## config.mk

```make
export PLATFORM = sky130hd
export DESIGN_NAME = pwr_state_ctrl
export DESIGN_NICKNAME = d
export VERILOG_FILES = /design/src/rtl/pwr_state_pkg.sv /design/src/rtl/pwr_cmd_decode.sv /design/src/rtl/pwr_idle_timer.sv /design/src/rtl/pwr_busy_pulse.sv /design/src/rtl/pwr_state_ctrl.sv
export SDC_FILE = /design/constraint.sdc
export NUM_CORES = 1
export LEC_CHECK = 0
export CAP_MARGIN = 20
export CORE_ASPECT_RATIO = 0.75
export CORE_MARGIN = 3
export CORE_UTILIZATION = 50
export DETAILED_ROUTE_END_ITERATION = 16
export GPL_ROUTABILITY_DRIVEN = 1
export PLACE_DENSITY_LB_ADDON = 0.12
export SLEW_MARGIN = 25
export SYNTH_ARGS = -nofsm -noshare
export SYNTH_HDL_FRONTEND = slang
export SYNTH_SLANG_ARGS = --single-unit
```

## constraint.sdc

```tcl
create_clock -name clk -period 1.2 [get_ports clk]
set_clock_uncertainty 0.2 [all_clocks]
set_input_delay 0.36 -clock clk [delete_from_list [all_inputs] [get_ports clk]]
set_output_delay 0.36 -clock clk [all_outputs]
set_load 0.005 [all_outputs]
```

## src/rtl/pwr_state_pkg.sv

```systemverilog
package pwr_state_pkg;

  typedef enum logic [1:0] {
    PS_ACTIVE  = 2'd0,
    PS_IDLE    = 2'd1,
    PS_STANDBY = 2'd2,
    PS_SLEEP   = 2'd3
  } pwr_state_e;

  typedef struct packed {
    logic stby_now;
    logic idle_now;
    logic stby_arm;
    logic idle_arm;
    logic sleep;
    logic query;
  } pwr_cmd_t;

  localparam int NUM_ENC = 2;

  localparam logic [7:0] OPC_STBY_NOW [NUM_ENC] = '{8'h94, 8'hE0};
  localparam logic [7:0] OPC_IDLE_NOW [NUM_ENC] = '{8'h95, 8'hE1};
  localparam logic [7:0] OPC_STBY_ARM [NUM_ENC] = '{8'h96, 8'hE2};
  localparam logic [7:0] OPC_IDLE_ARM [NUM_ENC] = '{8'h97, 8'hE3};
  localparam logic [7:0] OPC_QUERY    [NUM_ENC] = '{8'h98, 8'hE5};
  localparam logic [7:0] OPC_SLEEP    [NUM_ENC] = '{8'h99, 8'hE6};

  localparam logic [7:0] CODE_STANDBY = 8'h00;
  localparam logic [7:0] CODE_SPUN_UP = 8'hFF;

endpackage

```

## src/rtl/pwr_cmd_decode.sv

```systemverilog
module pwr_cmd_decode
  import pwr_state_pkg::*;
(
  input  logic [7:0] op,
  output pwr_cmd_t   cmd
);

  logic [NUM_ENC-1:0] m_stby_now, m_idle_now, m_stby_arm;
  logic [NUM_ENC-1:0] m_idle_arm, m_query, m_sleep;

  for (genvar e = 0; e < NUM_ENC; e++) begin : g_enc
    assign m_stby_now[e] = (op == OPC_STBY_NOW[e]);
    assign m_idle_now[e] = (op == OPC_IDLE_NOW[e]);
    assign m_stby_arm[e] = (op == OPC_STBY_ARM[e]);
    assign m_idle_arm[e] = (op == OPC_IDLE_ARM[e]);
    assign m_query[e]    = (op == OPC_QUERY[e]);
    assign m_sleep[e]    = (op == OPC_SLEEP[e]);
  end

  assign cmd.stby_now = |m_stby_now;
  assign cmd.idle_now = |m_idle_now;
  assign cmd.stby_arm = |m_stby_arm;
  assign cmd.idle_arm = |m_idle_arm;
  assign cmd.query    = |m_query;
  assign cmd.sleep    = |m_sleep;

  // at most one command class matches any opcode
  always_comb begin
    a_r7_one_class: assert ($onehot0({cmd.stby_now, cmd.idle_now, cmd.stby_arm,
                                      cmd.idle_arm, cmd.query, cmd.sleep}));
  end

endmodule

```

## src/rtl/pwr_idle_timer.sv

```systemverilog
module pwr_idle_timer #(
  parameter int COUNT_W = 8
) (
  input  logic               clk,
  input  logic               rst_n,
  input  logic               clear,
  input  logic               arm,
  input  logic [COUNT_W-1:0] arm_val,
  input  logic               restart,
  input  logic               run,
  input  logic               tick,
  output logic               expire
);

  logic [COUNT_W-1:0] period_q, period_d;
  logic [COUNT_W-1:0] remain_q, remain_d;
  logic               upd_en;

  always_comb begin
    period_d = period_q;
    remain_d = remain_q;
    expire   = 1'b0;
    if (clear) begin
      period_d = '0;
      remain_d = '0;
    end else if (arm) begin
      period_d = arm_val;
      remain_d = arm_val;
    end else if (restart) begin
      remain_d = period_q;
    end else if (run && tick && (remain_q != '0)) begin
      remain_d = remain_q - 1'b1;
      expire   = (remain_q == COUNT_W'(1));
    end
  end

  assign upd_en = clear | arm | restart | (run & tick);

  always_ff @(posedge clk or negedge rst_n) begin
    if (!rst_n) begin
      period_q <= '0;
      remain_q <= '0;
    end else if (upd_en) begin
      period_q <= period_d;
      remain_q <= remain_d;
    end
  end

  // a spent or disabled count does not wrap around on its own
  a_r8_no_wrap: assert property (@(posedge clk) disable iff (!rst_n)
    (remain_q == '0 && !arm && !restart) |=> (remain_q == '0));

  // the count never exceeds the armed period
  a_r8_within_period: assert property (@(posedge clk) disable iff (!rst_n)
    (remain_q <= period_q));

endmodule

```

## src/rtl/pwr_busy_pulse.sv

```systemverilog
module pwr_busy_pulse #(
  parameter int BUSY_CYCLES = 2
) (
  input  logic clk,
  input  logic rst_n,
  input  logic start,
  input  logic clear,
  output logic busy
);

  localparam int CW = $clog2(BUSY_CYCLES + 1);

  logic [CW-1:0] cnt_q, cnt_d;

  always_comb begin
    cnt_d = cnt_q;
    if (clear)             cnt_d = '0;
    else if (start)        cnt_d = CW'(BUSY_CYCLES);
    else if (cnt_q != '0)  cnt_d = cnt_q - 1'b1;
  end

  always_ff @(posedge clk or negedge rst_n) begin
    if (!rst_n)                                 cnt_q <= '0;
    else if (clear || start || (cnt_q != '0))   cnt_q <= cnt_d;
  end

  assign busy = (cnt_q != '0);

  // the busy window is never longer than BUSY_CYCLES
  a_r5_busy_bound: assert property (@(posedge clk) disable iff (!rst_n)
    (cnt_q <= CW'(BUSY_CYCLES)));

endmodule

```

## src/rtl/pwr_state_ctrl.sv

```systemverilog
module pwr_state_ctrl
  import pwr_state_pkg::*;
#(
  parameter int COUNT_W     = 8,
  parameter int BUSY_CYCLES = 2
) (
  input  logic               clk,
  input  logic               rst_n,
  input  logic               soft_rst,
  input  logic               cmd_valid,
  input  logic [7:0]         cmd_op,
  input  logic [COUNT_W-1:0] cmd_count,
  input  logic               tick,
  input  logic               activity,
  output logic [1:0]         state_o,
  output logic               busy_o,
  output logic               spin_en_o,
  output logic [7:0]         mode_code_o
);

  // asynchronous assertion, synchronous release
  logic [1:0] rst_sync_q;
  logic       rst_int_n;

  always_ff @(posedge clk or negedge rst_n) begin
    if (!rst_n) rst_sync_q <= 2'b00;
    else        rst_sync_q <= {rst_sync_q[0], 1'b1};
  end
  assign rst_int_n = rst_sync_q[1];

  pwr_state_e state_q, state_d;
  logic [7:0] code_q, code_d;
  pwr_cmd_t   dec;
  logic       busy, expire, awake;
  logic       accept, go_stby, go_idle, go_sleep, go_mode, arm, wake;

  pwr_cmd_decode u_dec (
    .op  (cmd_op),
    .cmd (dec)
  );

  assign awake    = (state_q == PS_ACTIVE) || (state_q == PS_IDLE);
  assign accept   = cmd_valid && !busy && (state_q != PS_SLEEP) && !soft_rst;
  assign go_stby  = accept && (dec.stby_now || dec.stby_arm);
  assign go_idle  = accept && (dec.idle_now || dec.idle_arm);
  assign go_sleep = accept && dec.sleep;
  assign go_mode  = go_stby || go_idle || go_sleep;
  assign arm      = accept && (dec.stby_arm || dec.idle_arm);
  assign wake     = activity && (state_q != PS_SLEEP) && !soft_rst;

  pwr_idle_timer #(.COUNT_W(COUNT_W)) u_tmr (
    .clk     (clk),
    .rst_n   (rst_int_n),
    .clear   (soft_rst),
    .arm     (arm),
    .arm_val (cmd_count),
    .restart (wake),
    .run     (awake),
    .tick    (tick),
    .expire  (expire)
  );

  pwr_busy_pulse #(.BUSY_CYCLES(BUSY_CYCLES)) u_busy (
    .clk   (clk),
    .rst_n (rst_int_n),
    .start (go_mode),
    .clear (soft_rst),
    .busy  (busy)
  );

  // next state: reset, then command, then activity, then timer expiry
  always_comb begin
    state_d = state_q;
    if (soft_rst)      state_d = PS_ACTIVE;
    else if (go_sleep) state_d = PS_SLEEP;
    else if (go_stby)  state_d = PS_STANDBY;
    else if (go_idle)  state_d = PS_IDLE;
    else if (wake)     state_d = PS_ACTIVE;
    else if (expire)   state_d = PS_STANDBY;
  end

  always_comb begin
    code_d = code_q;
    if (soft_rst)
      code_d = CODE_SPUN_UP;
    else if (accept && dec.query)
      code_d = (state_q == PS_STANDBY) ? CODE_STANDBY : CODE_SPUN_UP;
  end

  always_ff @(posedge clk or negedge rst_int_n) begin
    if (!rst_int_n) begin
      state_q <= PS_ACTIVE;
      code_q  <= CODE_SPUN_UP;
    end else begin
      state_q <= state_d;
      if (soft_rst || accept) code_q <= code_d;
    end
  end

  assign state_o     = state_q;
  assign busy_o      = busy;
  assign spin_en_o   = awake;
  assign mode_code_o = code_q;

  // sleep is left only through a reset
  a_r4_sleep_sticky: assert property (@(posedge clk) disable iff (!rst_int_n)
    (state_q == PS_SLEEP && !soft_rst) |=> (state_q == PS_SLEEP));

  // an accepted mode command raises busy on the next cycle
  a_r5_busy_follows: assert property (@(posedge clk) disable iff (!rst_int_n)
    go_mode |=> busy_o);

  // no state change is taken while busy unless by reset
  a_r5_hold_while_busy: assert property (@(posedge clk) disable iff (!rst_int_n)
    (busy_o && !soft_rst && !activity && !expire) |=> $stable(state_q));

  // the mode byte moves only on a query or a reset
  a_r6_code_stable: assert property (@(posedge clk) disable iff (!rst_int_n)
    !(accept && dec.query) && !soft_rst |=> $stable(code_q));

  // software reset always lands in active
  a_r1_soft_reset: assert property (@(posedge clk) disable iff (!rst_int_n)
    soft_rst |=> (state_q == PS_ACTIVE) && !busy_o);

endmodule

```

==> impl_results.md, run 1 <==
* Status: stopped before the end
* Halt point of the flow: 4_1_cts
* Tool Error: [ERROR DPL-0038] Utilization greater than 100%, impossible to legalize
* Flops & latches, synth at 23
* Rows at 16
* Net Count, Synth at about 210
* Die width at 70.6 um
* Post-DP HPWL at between 3000 and 4000 um
* IO Port Bufs at 33
* Post-CTS Setup Bufs at 24
* Biggest area consumer among synthesized cells: dfrtp_1
* I/O pin cnt at 34
* Area share of the largest cell type after synthesis at 35.2%
* CTS H-tree lvls at 1
* Synth warnings at 0
* Die height at around 54 um
* Synth unique cells at a little under 50
* Routability cong. at about 0.90
* CTS Buf Count at 3
* Mapped Avg Cell Area at 8.68 sq um
* Top cells by area, synth: dfrtp_1, nand2_1, a21oi_1
* Starting density of the core at between 50% and 60%
* Post-synthesis sequential area ratio at between 30 and 40%
* Post-synth EDFFs at 0
* Placed Area at between 2000 and 2500 sq um
* Post-place setup slack at -1.36 ns
* Sink Count at 23
* Ys async rst share at 100%
* Clock buffer depth at 2
* Mapped cell area at between 1500 and 2000 sq um
* Root buffer cell: clkbuf_8
* Top FF cell, synth: dfrtp_1
* PostCTS Resize Cnt at approximately 170
* Cell count after synthesis at between 150 and 200
* Hold Buf Count CTS at 0
==> cell families after synthesis <==
kind of cell	share of synthesized area, %
simple gates	25.5
compound gates	20.6
flops	36.9
buf+inv	9.45
xor+xnor	2.80
fa+ha+maj	3.20
mux	1.36
other cells	0.240
==> synth_stat cells, types with 4 or more instances <==
cell / number
a21oi_1: 11
nor3_1: 5
nand2b_1: 6
dfrtp_1: 22
a311oi_1: 4
nor2_1: 10
inv_1: 9
o211ai_1: 5
nand2_1: 33
ha_1: 4
o31ai_1: 4
nor4_1: 5
buf_4: 7
xnor2_1: 4
==> stage by stage <==
step                util, %  std cells  hold slack [ns]
floorplan                 -        180           -0.136
global placement       78.0        275          0.00912
detailed placement     78.0        275           0.0181
==> run 2, diff against run 1 <==
CORE_ASPECT_RATIO = default   (was 0.75)
CORE_UTILIZATION = 35   (was 50)
PLACE_DENSITY_LB_ADDON = 0.15   (was 0.12)
==> run 2 against run 1 <==
The flow now finishes, with violations (setup timing). Synthesized cell count unchanged. Synthesized area unchanged.
==> impl_results.md, run 2 <==
* R2r setup slk at -0.90 ns
* Initial antenna violation count at 0
* Cell count after synthesis at 180 (unchanged)
* Worst vdd rail ir drop at 0.744 mV
* R2R depth at 5
* Wire per inst at 18.3 um
* Crit path max fanout at 2
* RSZ-0062 raised after global routing: true
* Top Registers: u_tmr.period_q x8, u_tmr.remain_q x8
* Rows at 23 (+7)
* Synth unique cells at 49 (unchanged)
* Area delta synth->final at 104%
* Placed cell count at 299 (+8.7%)
* Final Hold Fails at 0
* Violated checks: setup timing
* Max cap viols at 0
* Total power at around 3.3 mW
* # nets final at roughly 310
* Filler cells at about 260
* Post-synth top cells: nand2_1, dfrtp_1, a21oi_1
* Status: finished with violations
* Post-DR vias/cell at 5.43
* Mapped cell area at 1560 sq um (unchanged)
* Setup crit start: u_tmr.remain_q[4]$_DFFE_PN0P_
* Most frequent cell after synthesis: nand2_1
* Metal1 wirelength at approximately 2700 um
* Starting density of the core at 37.7% (-18 points)
* Routed wl met2 at 3130 um
* Worst skew pair latency at ~0.27 ns
* Initial DRC count at between 100 and 150
* Fin crit share at 175%
* WP data required at ~1.2 ns
* CTS clk-pin slew, worst paths at ~0.090 ns
* Max Used Layer: met4
* Crit. End Element: flip-flop
* Number of global-route vias before repair at about 1,900
* Final WL at just over 6000 um
* Post-place setup slack at -1.34 ns (+0.0201 ns)
* P_leak at about 1.4 nW
* CP Data Arrival Time at approximately 2.1 ns
* Final core occ at between 70 and 80%
* Ys async rst share at 100% (unchanged)
* PD cells at 1040 nW/um^2
* Grt ovf at 0
* # DRC at 0
* Hold Buf Count CTS at 0 (unchanged)
* WHS at 0.00195 ns
* Biggest area consumer among synthesized cells: dfrtp_1
* Ant diodes at 0
* Critical path type: flip-flop to flip-flop
* Core ar. at approximately 4100 sq um
* Area share of the largest cell type after synthesis at 35.2% (unchanged)
* CTS Buf Count at 3 (unchanged)
* Flops & latches, synth at 23 (unchanged)
* Commonest non-fill, non-tap cell in the layout: buf_4
* Fin crit period at 2.10 ns
* Die Area at 5300 sq um
* Design area at 3190 sq um
* Placed Area at 2270 sq um (+4.8%)
* Via count at about 1,800
* I/O pin cnt at 34 (unchanged)
* CP startpoint kind: flip-flop
* Top FF cell, synth: dfrtp_1
* Net Count, Synth at 206 (unchanged)
* CP endpoint: u_tmr.remain_q[5]$_DFFE_PN0P_
* Share of layout cells above drive strength 1 at about two thirds
* Post-synthesis sequential area ratio at 36.9% (unchanged)
* Hold crit path type: flip-flop to asynchronous set/reset pin
* Top cells by area, synth: dfrtp_1, nand2_1, a21oi_1
* Crit Reg-Reg Startpoint: u_tmr.remain_q[4]$_DFFE_PN0P_
* Root buffer cell: clkbuf_8
* PnR worst setup slack at -0.903 ns
* Post-route ant nets at 0
* CTS H-tree lvls at 1 (unchanged)
* Die width at 72.8 um (+3.2%)
* Total GRT Usage at around 23%
* Synth warnings at 0 (unchanged)
* CTS tree: built
* Routability cong. at 0.880 (-1.9%)
* Largest net degree at the start of global routing at 22
* Fmax at 476 MHz
* Metal3 WL at between 200 and 250 um
* IO Port Bufs at 33 (unchanged)
* Die height at 72.8 um (+34%)
* Register Area at around 580 sq um
* Slew Limit Fails at 0
* Post-synth EDFFs at 0 (unchanged)
* # setup viols final at 33
* Final non-filler cell total at around 340
* First drt pass iteration count at 4
* Clock buffer depth at 2 (unchanged)
* Sum Neg Setup Slack at -20.53 ns
* R2r endpoint: u_tmr.remain_q[5]$_DFFE_PN0P_
* Post-DP HPWL at 3360 um (-0.45%)
* Mapped Avg Cell Area at 8.68 sq um (unchanged)
* Sink Count at 23 (unchanged)
* First-pass GRT wire length at 9370 um
* Commonest non-fill, non-tap cells in the layout: buf_4, buf_6, dfrtp_1
* Area of the multi-input gates at about 1300 sq um
-- run 2: repair_timing --
item | in CTS | in global routing
cloned | 4 | 0
setup buffers | 22 | 11
pin swaps | 36 | 12
gates resized for setup | 175 | 35
setup endpoints to repair | 33 | 33
-- run 2: kinds of logic (layout without fill, tap and decap cells) --
family | count (synthesis) | count (layout) | share of synthesized area, %
flops | 23 | 23 | 36.9
buf+inv | 23 | 130 | 9.45
xor+xnor | 5 | 5 | 2.80
compound gates | 44 | 44 | 20.6
other cells | 1 | 1 | 0.240
simple gates | 78 | 78 | 25.5
fa+ha+maj | 4 | 4 | 3.20
mux | 2 | 2 | 1.36
-- run 2: cell type report --
cell class | count | share of cell area, %
multi-input combinational | 134 | 40.9
inverter | 9 | 1.14
sequential | 23 | 18.1
tap | 50 | 1.96
clock inverter | 1 | 0.235
timing repair buffer | 117 | 36.4
clock buffer | 3 | 1.29
-- run 2: report_power, final --
| group | internal [mW] | switching [mW] |
|---|---|---|
| combinational | 1.05 | 0.842 |
| sequential | 0.854 | 0.0610 |
| clock | 0.235 | 0.273 |
-- run 2: worst min-delay path by stage --
| stage | startpoint | to | slack [ns] | depth (start not counted) |
|---|---|---|---|---|
| 2_1_floorplan | rst_n | rst_sync_q[0]$_DFF_PN0_ | -0.14 | 0 |
| 3_3_place_gp | rst_sync_q[1]$_DFF_PN0_ | u_tmr.period_q[7]$_DFFE_PN0P_ | 0.01 | 1 |
| 3_5_place_dp | rst_sync_q[1]$_DFF_PN0_ | u_busy.cnt_q[1]$_DFFE_PN0P_ | 0.02 | 1 |
| 4_1_cts | rst_sync_q[1]$_DFF_PN0_ | u_tmr.period_q[7]$_DFFE_PN0P_ | 0.03 | 1 |
| 5_1_grt | rst_n | rst_sync_q[0]$_DFF_PN0_ | 0.03 | 1 |
| 6_report | rst_sync_q[1]$_DFF_PN0_ | u_tmr.remain_q[1]$_DFFE_PN0P_ | 0.002 | 1 |
-- run 2: critical path: stages (launching register included) --
cell,delay (ns)
dfrtp_1,0.39
or3_4,0.40
or4_1,0.41
and3_4,0.17
o31a_1,0.25
a211oi_2,0.18
-- run 2: routing by layer --
layer,global-route usage [%],vias up
li1,-,856
met1,30.4,920
met2,38.7,45
met3,3.17,8
met4,6.35,0
met5,0,-
No activity file was read; power rests on OpenSTA's default activity.
